## config.mk

```make
export PLATFORM = sky130hd
export DESIGN_NAME = flash_page_seq
export DESIGN_NICKNAME = d
export VERILOG_FILES = /design/src/rtl/flash_seq_pkg.sv /design/src/rtl/fseq_unlock.sv /design/src/rtl/fseq_engine.sv /design/src/rtl/flash_page_seq.sv
export SDC_FILE = /design/constraint.sdc
export NUM_CORES = 1
export LEC_CHECK = 0
export ABC_CLOCK_PERIOD_IN_PS = 2800
export BUFFER_PORTS_ARGS = -buffer_cell sky130_fd_sc_hd__buf_2
export CORE_MARGIN = 4
export CORE_UTILIZATION = 25
export CTS_CLUSTER_DIAMETER = 200
export DETAILED_ROUTE_END_ITERATION = 10
export SLEW_MARGIN = 20
export SYNTH_ARGS = -nofsm -noshare
export SYNTH_HDL_FRONTEND = slang
export SYNTH_SLANG_ARGS = --single-unit
export TNS_END_PERCENT = 10
```

## constraint.sdc

```tcl
create_clock -name clk -period 2.8 [get_ports clk]
set_input_delay 0.14 -clock clk [delete_from_list [all_inputs] [get_ports clk]]
set_output_delay 0.14 -clock clk [all_outputs]
set_load 0.005 [all_outputs]
```

## src/rtl/flash_seq_pkg.sv

```systemverilog
package flash_seq_pkg;

  localparam int unsigned PG_LG_BIG   = 9;
  localparam int unsigned PG_LG_SMALL = 8;
  localparam int unsigned IDX_W       = PG_LG_BIG;

  localparam logic [31:0] KEY_LO = 32'h0000_0055;
  localparam logic [31:0] KEY_HI = 32'h0000_00AA;

  typedef enum logic [2:0] {
    REG_CTRL = 3'd0,
    REG_KEYA = 3'd1,
    REG_KEYB = 3'd2,
    REG_STAT = 3'd3,
    REG_BUF  = 3'd4
  } reg_sel_e;

  typedef enum logic [2:0] {
    KS_IDLE,
    KS_GOT_LO,
    KS_GOT_HI,
    KS_ARM_ERASE,
    KS_ARM_PROG
  } key_state_e;

endpackage

```

## src/rtl/fseq_unlock.sv

```systemverilog
module fseq_unlock
  import flash_seq_pkg::*;
(
  input  logic        clk,
  input  logic        rst_n,
  input  logic        keya_we,
  input  logic        keyb_we,
  input  logic [31:0] wdata,
  input  logic        fire,
  output logic        arm_erase,
  output logic        arm_prog,
  output logic        key_err
);

  key_state_e st_q, st_d;
  logic       st_en;

  always_comb begin
    st_d    = st_q;
    key_err = 1'b0;
    if (keya_we) begin
      if (wdata == KEY_LO)      st_d = KS_GOT_LO;
      else if (wdata == KEY_HI) st_d = KS_GOT_HI;
      else begin
        st_d    = KS_IDLE;
        key_err = 1'b1;
      end
    end else if (keyb_we) begin
      if (st_q == KS_GOT_LO && wdata == KEY_HI)      st_d = KS_ARM_ERASE;
      else if (st_q == KS_GOT_HI && wdata == KEY_LO) st_d = KS_ARM_PROG;
      else begin
        st_d    = KS_IDLE;
        key_err = 1'b1;
      end
    end else if (fire) begin
      st_d = KS_IDLE;
    end
  end

  assign st_en = keya_we | keyb_we | fire;

  always_ff @(posedge clk or negedge rst_n) begin
    if (!rst_n)     st_q <= KS_IDLE;
    else if (st_en) st_q <= st_d;
  end

  assign arm_erase = (st_q == KS_ARM_ERASE);
  assign arm_prog  = (st_q == KS_ARM_PROG);

endmodule

```

## src/rtl/fseq_engine.sv

```systemverilog
module fseq_engine
  import flash_seq_pkg::*;
#(
  parameter int unsigned FLASH_AW = 19,
  parameter int unsigned RAM_AW   = 14
) (
  input  logic                clk,
  input  logic                rst_n,
  input  logic                start,
  input  logic                mode_prog,
  input  logic                page_small,
  input  logic [FLASH_AW-1:0] trig_addr,
  input  logic [RAM_AW-1:0]   src_off,
  input  logic [7:0]          ram_rdata,
  output logic                busy,
  output logic                done,
  output logic                fl_we,
  output logic [FLASH_AW-1:0] fl_addr,
  output logic [7:0]          fl_wdata,
  output logic                ram_re,
  output logic [RAM_AW-1:0]   ram_addr
);

  localparam logic [IDX_W-1:0] LAST_BIG   = IDX_W'((1 << PG_LG_BIG) - 1);
  localparam logic [IDX_W-1:0] LAST_SMALL = IDX_W'((1 << PG_LG_SMALL) - 1);

  // issue stage
  logic                run_q, run_d;
  logic                mode_q, mode_d;
  logic [FLASH_AW-1:0] base_q, base_d;
  logic [RAM_AW-1:0]   src_q, src_d;
  logic [IDX_W-1:0]    last_q, last_d;
  logic [IDX_W-1:0]    idx_q, idx_d;
  // write stage
  logic                pv_q, pv_d;
  logic                plast_q, plast_d;
  logic [IDX_W-1:0]    pidx_q, pidx_d;

  logic                issue_end;
  logic                load;
  logic [FLASH_AW-1:0] off_mask;

  assign busy      = run_q | pv_q;
  assign load      = start & ~busy;
  assign issue_end = run_q & (idx_q == last_q);
  assign off_mask  = FLASH_AW'(page_small ? LAST_SMALL : LAST_BIG);

  always_comb begin
    run_d  = run_q;
    mode_d = mode_q;
    base_d = base_q;
    src_d  = src_q;
    last_d = last_q;
    idx_d  = idx_q;
    if (load) begin
      run_d  = 1'b1;
      mode_d = mode_prog;
      base_d = trig_addr & ~off_mask;
      src_d  = src_off;
      last_d = page_small ? LAST_SMALL : LAST_BIG;
      idx_d  = '0;
    end else if (run_q) begin
      idx_d = idx_q + 1'b1;
      if (issue_end) run_d = 1'b0;
    end
    pv_d    = run_q;
    pidx_d  = idx_q;
    plast_d = issue_end;
  end

  always_ff @(posedge clk or negedge rst_n) begin
    if (!rst_n) begin
      run_q  <= 1'b0;
      mode_q <= 1'b0;
      base_q <= '0;
      src_q  <= '0;
      last_q <= '0;
      idx_q  <= '0;
    end else if (load | run_q) begin
      run_q  <= run_d;
      mode_q <= mode_d;
      base_q <= base_d;
      src_q  <= src_d;
      last_q <= last_d;
      idx_q  <= idx_d;
    end
  end

  always_ff @(posedge clk or negedge rst_n) begin
    if (!rst_n) begin
      pv_q    <= 1'b0;
      plast_q <= 1'b0;
      pidx_q  <= '0;
    end else if (run_q | pv_q) begin
      pv_q    <= pv_d;
      plast_q <= plast_d;
      pidx_q  <= pidx_d;
    end
  end

  generate
    if (RAM_AW > IDX_W) begin : g_wide_ram
      assign ram_addr = src_q + RAM_AW'(idx_q);
    end else begin : g_narrow_ram
      assign ram_addr = src_q + idx_q[RAM_AW-1:0];
    end
  endgenerate

  assign ram_re   = run_q & mode_q;
  assign fl_we    = pv_q;
  assign fl_addr  = base_q + FLASH_AW'(pidx_q);
  assign fl_wdata = mode_q ? ram_rdata : 8'hFF;
  assign done     = pv_q & plast_q;

endmodule

```

## src/rtl/flash_page_seq.sv

```systemverilog
module flash_page_seq
  import flash_seq_pkg::*;
#(
  parameter int unsigned FLASH_AW  = 19,
  parameter int unsigned RAM_AW    = 14,
  parameter logic [23:0] RAM_BASE  = 24'h0C_0000,
  parameter logic [31:0] BUF_RESET = 32'h000C_3E00
) (
  input  logic                clk,
  input  logic                rst_n,
  input  logic                reg_we,
  input  logic [4:0]          reg_addr,
  input  logic [31:0]         reg_wdata,
  output logic [31:0]         reg_rdata,
  input  logic                arr_we,
  input  logic [FLASH_AW-1:0] arr_addr,
  output logic                fl_we,
  output logic [FLASH_AW-1:0] fl_addr,
  output logic [7:0]          fl_wdata,
  output logic                ram_re,
  output logic [RAM_AW-1:0]   ram_addr,
  input  logic [7:0]          ram_rdata,
  output logic                busy,
  output logic                irq
);

  logic [31:0] ctrl_q, keya_q, keyb_q, buf_q;
  logic [1:0]  stat_q, stat_d;
  logic        aligned;
  reg_sel_e    sel;
  logic        ctrl_en, keya_en, keyb_en, stat_en, buf_en;
  logic        arm_erase, arm_prog, key_err;
  logic        fire, op_done;
  logic [23:0] src_full;
  logic [1:0]  clr_mask;

  assign aligned = (reg_addr[1:0] == 2'b00);
  assign sel     = reg_sel_e'(reg_addr[4:2]);

  assign ctrl_en = reg_we & aligned & (sel == REG_CTRL);
  assign keya_en = reg_we & aligned & (sel == REG_KEYA) & ~busy;
  assign keyb_en = reg_we & aligned & (sel == REG_KEYB) & ~busy;
  assign stat_en = reg_we & aligned & (sel == REG_STAT);
  assign buf_en  = reg_we & aligned & (sel == REG_BUF);

  assign fire = arr_we & (arm_erase | arm_prog) & ~busy;

  fseq_unlock u_unlock (
    .clk       (clk),
    .rst_n     (rst_n),
    .keya_we   (keya_en),
    .keyb_we   (keyb_en),
    .wdata     (reg_wdata),
    .fire      (fire),
    .arm_erase (arm_erase),
    .arm_prog  (arm_prog),
    .key_err   (key_err)
  );

  assign src_full = buf_q[23:0] - RAM_BASE;

  fseq_engine #(
    .FLASH_AW (FLASH_AW),
    .RAM_AW   (RAM_AW)
  ) u_engine (
    .clk        (clk),
    .rst_n      (rst_n),
    .start      (fire),
    .mode_prog  (arm_prog),
    .page_small (|ctrl_q[31:3]),
    .trig_addr  (arr_addr),
    .src_off    (src_full[RAM_AW-1:0]),
    .ram_rdata  (ram_rdata),
    .busy       (busy),
    .done       (op_done),
    .fl_we      (fl_we),
    .fl_addr    (fl_addr),
    .fl_wdata   (fl_wdata),
    .ram_re     (ram_re),
    .ram_addr   (ram_addr)
  );

  // status flags: sticky set wins over a same-cycle clear
  always_comb begin
    clr_mask = stat_en ? reg_wdata[1:0] : 2'b00;
    stat_d   = (stat_q & ~clr_mask) | {key_err, op_done};
  end

  always_ff @(posedge clk or negedge rst_n) begin
    if (!rst_n) stat_q <= 2'b00;
    else        stat_q <= stat_d;
  end

  always_ff @(posedge clk or negedge rst_n) begin
    if (!rst_n)       ctrl_q <= '0;
    else if (ctrl_en) ctrl_q <= reg_wdata;
  end

  always_ff @(posedge clk or negedge rst_n) begin
    if (!rst_n)       keya_q <= '0;
    else if (keya_en) keya_q <= reg_wdata;
  end

  always_ff @(posedge clk or negedge rst_n) begin
    if (!rst_n)       keyb_q <= '0;
    else if (keyb_en) keyb_q <= reg_wdata;
  end

  always_ff @(posedge clk or negedge rst_n) begin
    if (!rst_n)      buf_q <= BUF_RESET;
    else if (buf_en) buf_q <= reg_wdata;
  end

  always_comb begin
    reg_rdata = '0;
    if (aligned) begin
      unique case (sel)
        REG_CTRL: reg_rdata = ctrl_q;
        REG_KEYA: reg_rdata = keya_q;
        REG_KEYB: reg_rdata = keyb_q;
        REG_STAT: reg_rdata = {30'd0, stat_q};
        REG_BUF:  reg_rdata = buf_q;
        default:  reg_rdata = '0;
      endcase
    end
  end

  assign irq = stat_q[0];

endmodule

```

==> results of run 1 <==
==> registers in the layout (all words and copies together) (netlist names) <==
name and flops:
keya_q 32, stat_q 2, u_engine.plast_q 1, buf_q 32, u_engine.last_q 2, ctrl_q 32
u_engine.idx_q 9, u_engine.pv_d 1, u_engine.pidx_q 9, u_engine.src_q 14, u_engine.fl_we 1, keyb_q 32
u_engine.mode_q 1, u_engine.base_q 11, u_unlock.st_q 3
==> kinds of logic (layout without fill, tap and decap cells) <==
| family | after synthesis | count (layout) |
|---|---|---|
| mux | 106 | 106 |
| other cells | 0 | 1 |
| buf+inv | 63 | 249 |
| xor+xnor | 24 | 24 |
| flops | 182 | 182 |
| fa+ha+maj | 13 | 13 |
| compound gates | 149 | 149 |
| simple gates | 305 | 305 |
==> cell type report <==
type,instances,area (um^2),share of cell area
clock buffers,22,474,0.0421
inverters,11,41.3,0.00367
multi-input cells,597,4070,0.362
well taps,455,569,0.0506
diodes,1,2.50,0.000222
repair buffers,206,1360,0.121
clock inverters,10,170,0.0151
flip-flops and latches,182,4570,0.406
==> per-stage QoR <==
| stage | instance area [um^2] | utilization | power, uW | worst slack (ps) |
|---|---|---|---|---|
| floorplan | 8820 | - | 4610 | 752 |
| global placement | 10000 | 0.290 | 5160 | 435 |
| detailed placement | 10000 | 0.290 | 5220 | 422 |
| CTS | 11200 | 0.322 | 7930 | 15.2 |
| global route | 11300 | 0.324 | 8370 | -21.5 |
| finish | 11300 | 0.324 | 7910 | 93.2 |
==> routing by layer <==
layer / vias up / track usage / wire [um]
met5: - / 0 / 0
met4: 0 / 0.0282 / 276
met3: 18 / 0.0273 / 1020
met2: 151 / 0.219 / 12400
met1: 3500 / 0.179 / 11600
li1: 3301 / - / -
==> Yosys cell counts (2+ instances only) <==
cell       instances
a22oi_1           62
nand2_1          196
nor4bb_1           2
o31ai_1            2
mux2_2            95
nor4_1            14
buf_1              6
or4bb_1            2
o21a_1             2
mux2i_1            3
dfstp_2            7
dfrtp_1          175
a21o_1             4
o21ai_1            2
buf_2             10
buf_4              8
a21oi_1           43
a211oi_1           2
nand3_1           14
o2111ai_1          2
nand2b_1          12
a22o_1             3
nor3_1             3
xnor2_1           12
nand4_1           14
nor2_1            27
clkbuf_1          25
nor3b_2            4
buf_6              3
and3_1             6
o21ai_0           17
nor2b_1            3
ha_1              12
mux2_1             8
inv_1             11
xor2_1            12
==> tightest hold or removal path: stages <==
cell	delay, ps
buf_2	190
nand4_1	100
a22o_1	110
==> repair_timing <==
item	CTS	global route
resized for setup	5	11
setup buffers	1	1
hold buffers	45	0
setup endpoints to repair	2	2
pin swaps	3	3
endpoints found under the hold margin	159	0
==> how the worst min path moves through the flow <==
| stage | end |
|---|---|
| floorplan | buf_q[0] |
| global placement | u_engine.pidx_q[7] |
| detailed placement | u_engine.pidx_q[7] |
| CTS | stat_q[0] |
| global route | stat_q[0] |
| finish | stat_q[0] |
==> power groups by stage <==
stage / clock network (uW) / logic (uW) / registers [uW]
3_3_place_gp: 0 / 1520 / 3640
5_1_grt: 2800 / 1850 / 3720
3_5_place_dp: 0 / 1540 / 3670
4_1_cts: 2690 / 1620 / 3630
2_1_floorplan: 0 / 1060 / 3540
6_report: 2620 / 1640 / 3650
==> metrics.md, run 1 <==
| Metric | Value |
|---|---|
| Run status | `finished, final reports clean` |
| Reg-to-reg critical path endpoint | `u_unlock.st_q[0]` |
| Tot GR Track Use | `0.132` |
| Row Count | `68` |
| Number of port buffers | `136` |
| Multiplexer share of the synthesized area | `0.135` |
| Synth area leaders | `dfrtp_1, mux2_2, nand2_1` |
| CP startpoint | `u_engine.idx_q[2]` |
| Syn Area/Cell | `10.5 um^2` |
| Biggest area consumer among synthesized cells | `dfrtp_1` |
| Final wirelength | `25.3 mm` |
| Hold-critical path depth | `3` |
| Largest family of logic cells by synthesized area | `simple AND/OR/NAND/NOR gates` |
| Final hold vios | `0` |
| CP max-delay cell | `or4b_2` |
| Most common cell after layout, fill and taps aside | `nand2_1` |
| Post-synth top area share | `0.497` |
| CP bufs+invs | `1` |
| Clock power share | `0.332` |
| DIE WIDTH | `196 um` |
| Drt first-iter violations | `366` |
| CTS tree | `done` |
| CP arrival | `2570 ps` |
| WL per Instance | `17.0 um` |
| Clock Latency Late Sink | `440 ps` |
| Core area | `34700 um^2` |
| Worst vdd rail ir drop | `0.509 mV` |
| Switching share of total power | `0.288` |
| Final ANT Viol Nets | `0` |
| GRT Residual Overflow | `0` |
| Syn_nets | `923` |
| First-pass GRT wire length | `40.5 mm` |
| DP HPWL | `17.5 mm` |
| Mapped cell area | `8820 um^2` |
| Vias | `6970` |
| Int Pwr | `5630 uW` |
| Starting density of the core | `0.254` |
| Reg2reg path depth | `5` |
| Startpoint Class | `flop` |
| Nets@finish | `1096` |
| Synth Area in Simple Gates | `0.157` |
| Drt drc | `0` |
| Reg2reg setup slack | `770 ps` |
| CP peak stage delay | `630 ps` |
| Syn. warnings | `0` |
| DIE AREA | `38300 um^2` |
| Xor/xnor share of the synthesized area | `0.0238` |
| Crit Path Max Fanout | `7` |
| Adder-Cell Fraction of Synth Area | `0.0193` |
| DRT Pass-1 Iters | `5` |
| Worst Skew | `12.8 ps` |
| CTS Buffer Depth | `2` |
| Largest net degree at the start of global routing | `84` |
| Syn-to-layout area delta | `27.6%` |
| Period utilization | `0.967` |
| Hold wc startpoint | `reg_addr[3]` |
| Hold crit path type | `in2reg` |
| Setup Viol. Count Final | `0` |
| Cts bufs inserted | `17` |
| Non-filler cells in the finished layout | `1484` |
| Number of global-route vias before repair | `7067` |
| Dpl cells | `1404` |
| # IOs | `145` |
| Post-synthesis register bit count | `182` |
| Slew margin rel. | `0.447` |
| Most frequent cells in the layout | `nand2_1, dfrtp_1, buf_2` |
| Final hold slack | `161 ps` |
| Routed vias/inst | `4.70` |
| WP depth | `7` |
| Max-slew violations | `0` |
| Post-synth ARST share | `1.00` |
| Clock Sinks | `182` |
| Actual slew at the worst max-slew pin | `829 ps` |
| Yosys cell types | `55` |
| Net Switching | `2280 uW` |
| Critical path class | `reg2out` |
| Comb power frac | `0.207` |
| R2R Path Start | `u_unlock.st_q[0]` |
| Clk pin slew, worst setup/hold paths | `70 ps` |
| Worst setup path endpoint | `ram_addr[13]` |
| Crit end category | `primary output` |
| Die height | `196 um` |
| TNS Setup | `0 ps` |
| Share of post-route cells with drive strength above 1 | `0.308` |
| Final min period | `2710 ps` |
| Complex-gate fraction of the synthesized area | `0.113` |
| Share of the yosys chip area belonging to registers | `0.517` |
| Leak | `0.00527 uW` |
| Primary FF master, synth | `dfrtp_1` |
| Crit-path cells | `ha_4 > o21ai_0 > nor3_2 > nor2_1 > or4b_2 > nand4_1 > buf_2` |
| Max-cap violation count | `0` |
| Initial antenna violation count | `0` |
| GPL Wtd Cong | `0.829` |
| # H-tree levels | `4` |
| Filler cells | `3534` |
| FMAX | `0.369 GHz` |
| Critical path's top delay family | `simple AND/OR/NAND/NOR gates` |
| Cell Pwr Density | `703 nW/um^2` |
| Critical Path RT | `2660 ps` |
| Post-synth EDFFs | `0` |
| Share of power burned in registers | `0.461` |
| Root Driver | `clkbuf_16` |
| Post-synthesis cell count | `842` |
Note: power is estimated with default switching activity, not from simulation.
==> inputs of run 2 (changes only) <==
--- a/config.mk
+++ b/config.mk
@@ -11,6 +11,8 @@
 export CORE_UTILIZATION = 25
 export CTS_CLUSTER_DIAMETER = 200
 export DETAILED_ROUTE_END_ITERATION = 10
+export PLACE_DENSITY = 0.43
+export REMOVE_ABC_BUFFERS = 1
 export SLEW_MARGIN = 20
 export SYNTH_ARGS = -nofsm -noshare
 export SYNTH_HDL_FRONTEND = slang
==> run 2 against run 1 <==
  * Worst hold slack worse by 130 ps
  * First-iteration DRC count down 2.5%
  * Clock power down 9.2%
  * Final area down 0.97%
  * Routed wire length up 3.6%
==> metrics.md, run 2 (synthesized netlist as in run 1, its figures left out) <==
| Metric | Value |
|---|---|
| CP bufs+invs | `1` |
| CP max-delay cell | `or4b_2` |
| Clock Latency Late Sink | `440 ps` |
| Max-slew violations | `0` |
| Initial antenna violation count | `1` |
| Root Driver | `clkbuf_16` |
| WL per Instance | `17.6 um` |
| DRT Pass-1 Iters | `4` |
| Critical path class | `reg2out` |
| Number of global-route vias before repair | `6898` |
| Largest net degree at the start of global routing | `73` |
| Worst setup path endpoint | `ram_addr[13]` |
| Vias | `6888` |
| Startpoint Class | `flop` |
| GPL Wtd Cong | `0.811` |
| Core area | `34700 um^2` |
| Power Total | `7670 uW` |
| Leak | `0.00523 uW` |
| # IOs | `145` |
| Reg-to-reg critical path endpoint | `keyb_q[26]` |
| Crit end category | `primary output` |
| Share of post-route cells with drive strength above 1 | `0.310` |
| Reg2reg path depth | `5` |
| FMAX | `0.368 GHz` |
| Final ANT Viol Nets | `0` |
| CTS tree | `done` |
| Drt first-iter violations | `357` |
| Most frequent cells in the layout | `nand2_1, dfrtp_1, buf_2` |
| Final worst slack | `81.8 ps` |
| Critical Path RT | `2660 ps` |
| RSZ-0062 raised after global routing | `true` |
| Reg2reg setup slack | `710 ps` |
| CP arrival | `2580 ps` |
| Non-filler cells in the finished layout | `1485` |
| Clk pin slew, worst setup/hold paths | `70 ps` |
| Slew margin rel. | `0.471` |
| Final instance area | `11100 um^2` |
| Crit Path Max Fanout | `6` |
| Cts bufs inserted | `17` |
| CTS Buffer Depth | `2` |
| CP peak stage delay | `640 ps` |
| Worst Skew | `11.5 ps` |
| Dpl ws | `376 ps` |
| Tot GR Track Use | `0.136` |
| Number of port buffers | `136` |
| Area after DPL | `10100 um^2` |
| Starting density of the core | `0.254` |
| Most common cell after layout, fill and taps aside | `nand2_1` |
| Drt drc | `0` |
| GRT Residual Overflow | `0` |
| Final hold vios | `0` |
| Period utilization | `0.971` |
| Critical path's top delay family | `simple AND/OR/NAND/NOR gates` |
| Worst vdd rail ir drop | `0.429 mV` |
| Setup Viol. Count Final | `0` |
| Most frequent CP cell | `nand4_1` |
| DP HPWL | `17.7 mm` |
| TNS Setup | `0 ps` |
| Row Count | `68` |
| DIE AREA | `38300 um^2` |
| Nets@finish | `1098` |
| Clock Sinks | `182` |
| DIE WIDTH | `196 um` |
| Die height | `196 um` |
| Diode count | `0` |
| Dpl cells | `1406` |
| Hold crit path type | `in2reg` |
| CP startpoint | `u_engine.idx_q[4]` |
| Syn-to-layout area delta | `26.4%` |
| Max-cap violation count | `0` |
| R2R Path Start | `u_engine.fl_we` |
| Run status | `finished, final reports clean` |
| Routed vias/inst | `4.64` |
| Final min period | `2720 ps` |
| First-pass GRT wire length | `41.4 mm` |
| Actual slew at the worst max-slew pin | `792 ps` |
| # H-tree levels | `4` |
| Cell Pwr Density | `688 nW/um^2` |
| Final wirelength | `26.2 mm` |
| Crit-path cells | `ha_1 > nand4_1 > o22ai_1 > nor2_1 > or4b_2 > nand4_1 > buf_2` |
| WP depth | `7` |
==> run 2: cell count changes in the layout (fill, tap and decap cells not counted), sizes merged <==
cell,before,now
buf,161,165
bufinv,4,1
clkbuf,22,20
clkinv,3,2
clkinvlp,2,4
diode,1,0
dlygate4sd3,45,43
inv,12,16
==> run 2: worst min path at each step <==
stage / startpoint / endpoint / slack [ps] / cells past startpoint
global route: reg_wdata[1] / keyb_q[1] / 20 / 3
CTS: reg_wdata[1] / keyb_q[1] / 5 / 3
global placement: rst_n / u_engine.pidx_q[6] / 150 / 1
detailed placement: rst_n / u_engine.pidx_q[6] / 160 / 1
floorplan: rst_n / buf_q[0] / -160 / 0
finish: arr_we / u_engine.mode_q / 30 / 3
==> run 2: metrics by stage <==
step / util / hold slack [ps]
after global routing: 0.321 / 16.0
after floorplan: - / -156
after detailed placement: 0.290 / 161
final: 0.321 / 25.8
after CTS: 0.319 / 4.53
after global placement: 0.290 / 154
==> run 2: layout make-up <==
type	instances	area, um^2
multi-input combinational	597	4040
clock buffer	20	447
fill	3662	23600
inverter	11	41.3
clock inverter	12	120
tap	455	569
sequential	182	4570
timing repair buffer	208	1360
==> run 2: tightest hold or removal path, cell delays in order <==
cell and delay, ps:
buf_2 100, a31oi_1 70, nor2_1 100
==> run 2: repair_timing <==
action / in CTS / in global routing
gates resized for setup: 4 / 7
pin swaps: 0 / 3
buffers inserted: 0 / 4
setup endpoints to repair: 2 / 4
hold buffers: 43 / 0
endpoints found under the hold margin: 124 / 0
gates cloned: 0 / 0
==> run 2: layer usage <==
layer,wire [um],GRT usage,part of all wire
met2,12100,0.217,0.46
met5,7,0,0.00027
met1,12700,0.190,0.48
met4,272,0.0323,0.010
met3,1110,0.0264,0.042
==> run 2: where the power goes <==
group / internal (uW) / switching (uW)
sequential: 3210 / 404
combinational: 852 / 819
clock: 1270 / 1110
==> inputs of run 3 (changes only) <==
--- a/config.mk
+++ b/config.mk
@@ -7,6 +7,7 @@
 export LEC_CHECK = 0
 export ABC_CLOCK_PERIOD_IN_PS = 2800
 export BUFFER_PORTS_ARGS = -buffer_cell sky130_fd_sc_hd__buf_2
+export CORE_ASPECT_RATIO = 2
 export CORE_MARGIN = 4
 export CORE_UTILIZATION = 25
 export CTS_CLUSTER_DIAMETER = 200
==> run 3 against run 2 <==
  * Worst hold slack gained 110 ps
  * Flip-flop and latch count is the same
  * Sequential share of layout area shrank 0.60 points
  * Routed wire length grew 8.7%
  * Non-clock buffer count grew 14
  * Fmax shrank 0.51%
  * Critical path type unchanged
  * Largest power group unchanged
==> metrics.md, run 3 (synthesized netlist as in run 1, its figures left out) <==
| Metric | Value |
|---|---|
| Period utilization | `0.976` |
| Hold-critical path depth | `3` |
| Core area | `35000 um^2` |
| Final instance area | `11300 um^2` |
| Vias | `7005` |
| CTS Buffer Depth | `2` |
| Run status | `finished, final reports clean` |
| Most frequent cells in the layout | `nand2_1, dfrtp_1, buf_2` |
| Clock Sinks | `182` |
| Routed vias/inst | `4.70` |
| Setup Viol. Count Final | `0` |
| Drt first-iter violations | `245` |
| Critical path class | `reg2out` |
| Reg2reg path depth | `6` |
| Clock Latency Late Sink | `440 ps` |
| Root Driver | `clkbuf_16` |
| Critical Path RT | `2660 ps` |
| Multi-input logic area | `4060 um^2` |
| Tot GR Track Use | `0.151` |
| Final worst slack | `67.8 ps` |
| Initial antenna violation count | `0` |
| Power Total | `7910 uW` |
| Cell Pwr Density | `699 nW/um^2` |
| Final hold slack | `137 ps` |
| Drt drc | `0` |
| Clk pin slew, worst setup/hold paths | `70 ps` |
| GRT Residual Overflow | `0` |
| # H-tree levels | `4` |
| DP HPWL | `20.7 mm` |
| Net Switching | `2330 uW` |
| # IOs | `145` |
| Final hold vios | `0` |
| Int Pwr | `5580 uW` |
| Slew margin rel. | `0.508` |
| Final wirelength | `28.5 mm` |
| WL per Instance | `19.1 um` |
| RSZ-0062 raised after global routing | `true` |
| Number of port buffers | `136` |
| Comb power frac | `0.226` |
| DIE AREA | `38500 um^2` |
| Filler cells | `3632` |
| Area after DPL | `10100 um^2` |
| Actual slew at the worst max-slew pin | `738 ps` |
| Crit Path Max Fanout | `7` |
| Syn-to-layout area delta | `28.3%` |
| Max-cap violation count | `0` |
| Hold crit path type | `in2reg` |
| Number of global-route vias before repair | `7529` |
| Leak | `0.00534 uW` |
| Final Util | `0.324` |
| Largest net degree at the start of global routing | `73` |
| Clock power share | `0.320` |
| Switching share of total power | `0.294` |
| Starting density of the core | `0.252` |
| First-pass GRT wire length | `44.6 mm` |
| FMAX | `0.366 GHz` |
| GPL Wtd Cong | `0.806` |
| DIE WIDTH | `141 um` |
| Share of power burned in registers | `0.455` |
| CTS tree | `done` |
| Nets@finish | `1112` |
| CP arrival | `2590 ps` |
| Cts bufs inserted | `17` |
| Die height | `274 um` |
| Dpl ws | `310 ps` |
| Worst vdd rail ir drop | `0.438 mV` |
| Crit end category | `primary output` |
| Share of post-route cells with drive strength above 1 | `0.315` |
| Final ANT Viol Nets | `0` |
| DRT Pass-1 Iters | `4` |
| Row Count | `97` |
| Most common cell after layout, fill and taps aside | `nand2_1` |
| Diode count | `0` |
| Final min period | `2730 ps` |
| Startpoint Class | `flop` |
| Storage element area | `4570 um^2` |
| Worst Skew | `10.3 ps` |
| Max-slew violations | `0` |
run 3: path summary, 6_finish.rpt:
check	slack, ps	from	end
worst max-delay path	70	u_engine.idx_q[2]	ram_addr[12]
min in group asynchronous	310	rst_n	u_engine.fl_we
worst min register to register	470	keyb_q[22]	keyb_q[22]
max in group asynchronous	1640	rst_n	buf_q[12]
worst min-delay path	140	reg_addr[3]	stat_q[0]
worst max register to register	780	u_unlock.st_q[2]	u_engine.base_q[10]
run 3: cell type report:
cell class                      instances  area share
Sequential cell                       182       0.404
Multi-Input combinational cell        597       0.359
Inverter                               11     0.00365
Timing Repair Buffer                  222       0.131
Clock inverter                          7      0.0105
Clock buffer                           25      0.0429
Tap cell                              445      0.0492
run 3: metal layers:
| layer | GRT usage | vias to the layer above | routed length (um) |
|---|---|---|---|
| li1 | - | 3329 | - |
| met1 | 0.155 | 3527 | 10300 |
| met2 | 0.298 | 117 | 16600 |
| met3 | 0.0276 | 32 | 785 |
| met4 | 0.0549 | 0 | 805 |
| met5 | 0 | - | 0 |
run 3: per-stage QoR:
| stage | instances | setup TNS [ps] |
|---|---|---|
| 6_report | 1489 | 0 |
| 5_1_grt | 1489 | -38.9 |
| 4_1_cts | 1487 | -36.7 |
| 3_5_place_dp | 1408 | 0 |
| 3_3_place_gp | 1408 | 0 |
| 2_1_floorplan | 790 | -38770 |
run 3: power by group through the flow:
stage	combinational, uW	clock (uW)	sequential [uW]
after global placement	1680	0	3630
after CTS	1800	2620	3600
after detailed placement	1690	0	3650
after global routing	2010	2720	3680
final	1780	2530	3600
after floorplan	938	0	3570
run 3: worst max-delay path: stages (launching register included):
cell       delay (ps)
dfrtp_2           460
ha_1              330
buf_4             150
nor2b_2           150
o31a_1            290
o211a_1           270
o2111ai_1         220
xnor2_1           140
buf_2             140
run 3: what timing repair did:
action,in CTS,in global routing
hold buffers,45,0
pin swaps,3,5
hold endpoints to repair,158,0
gates resized for setup,10,8
endpoints found under the setup margin,5,5
setup buffers,2,2
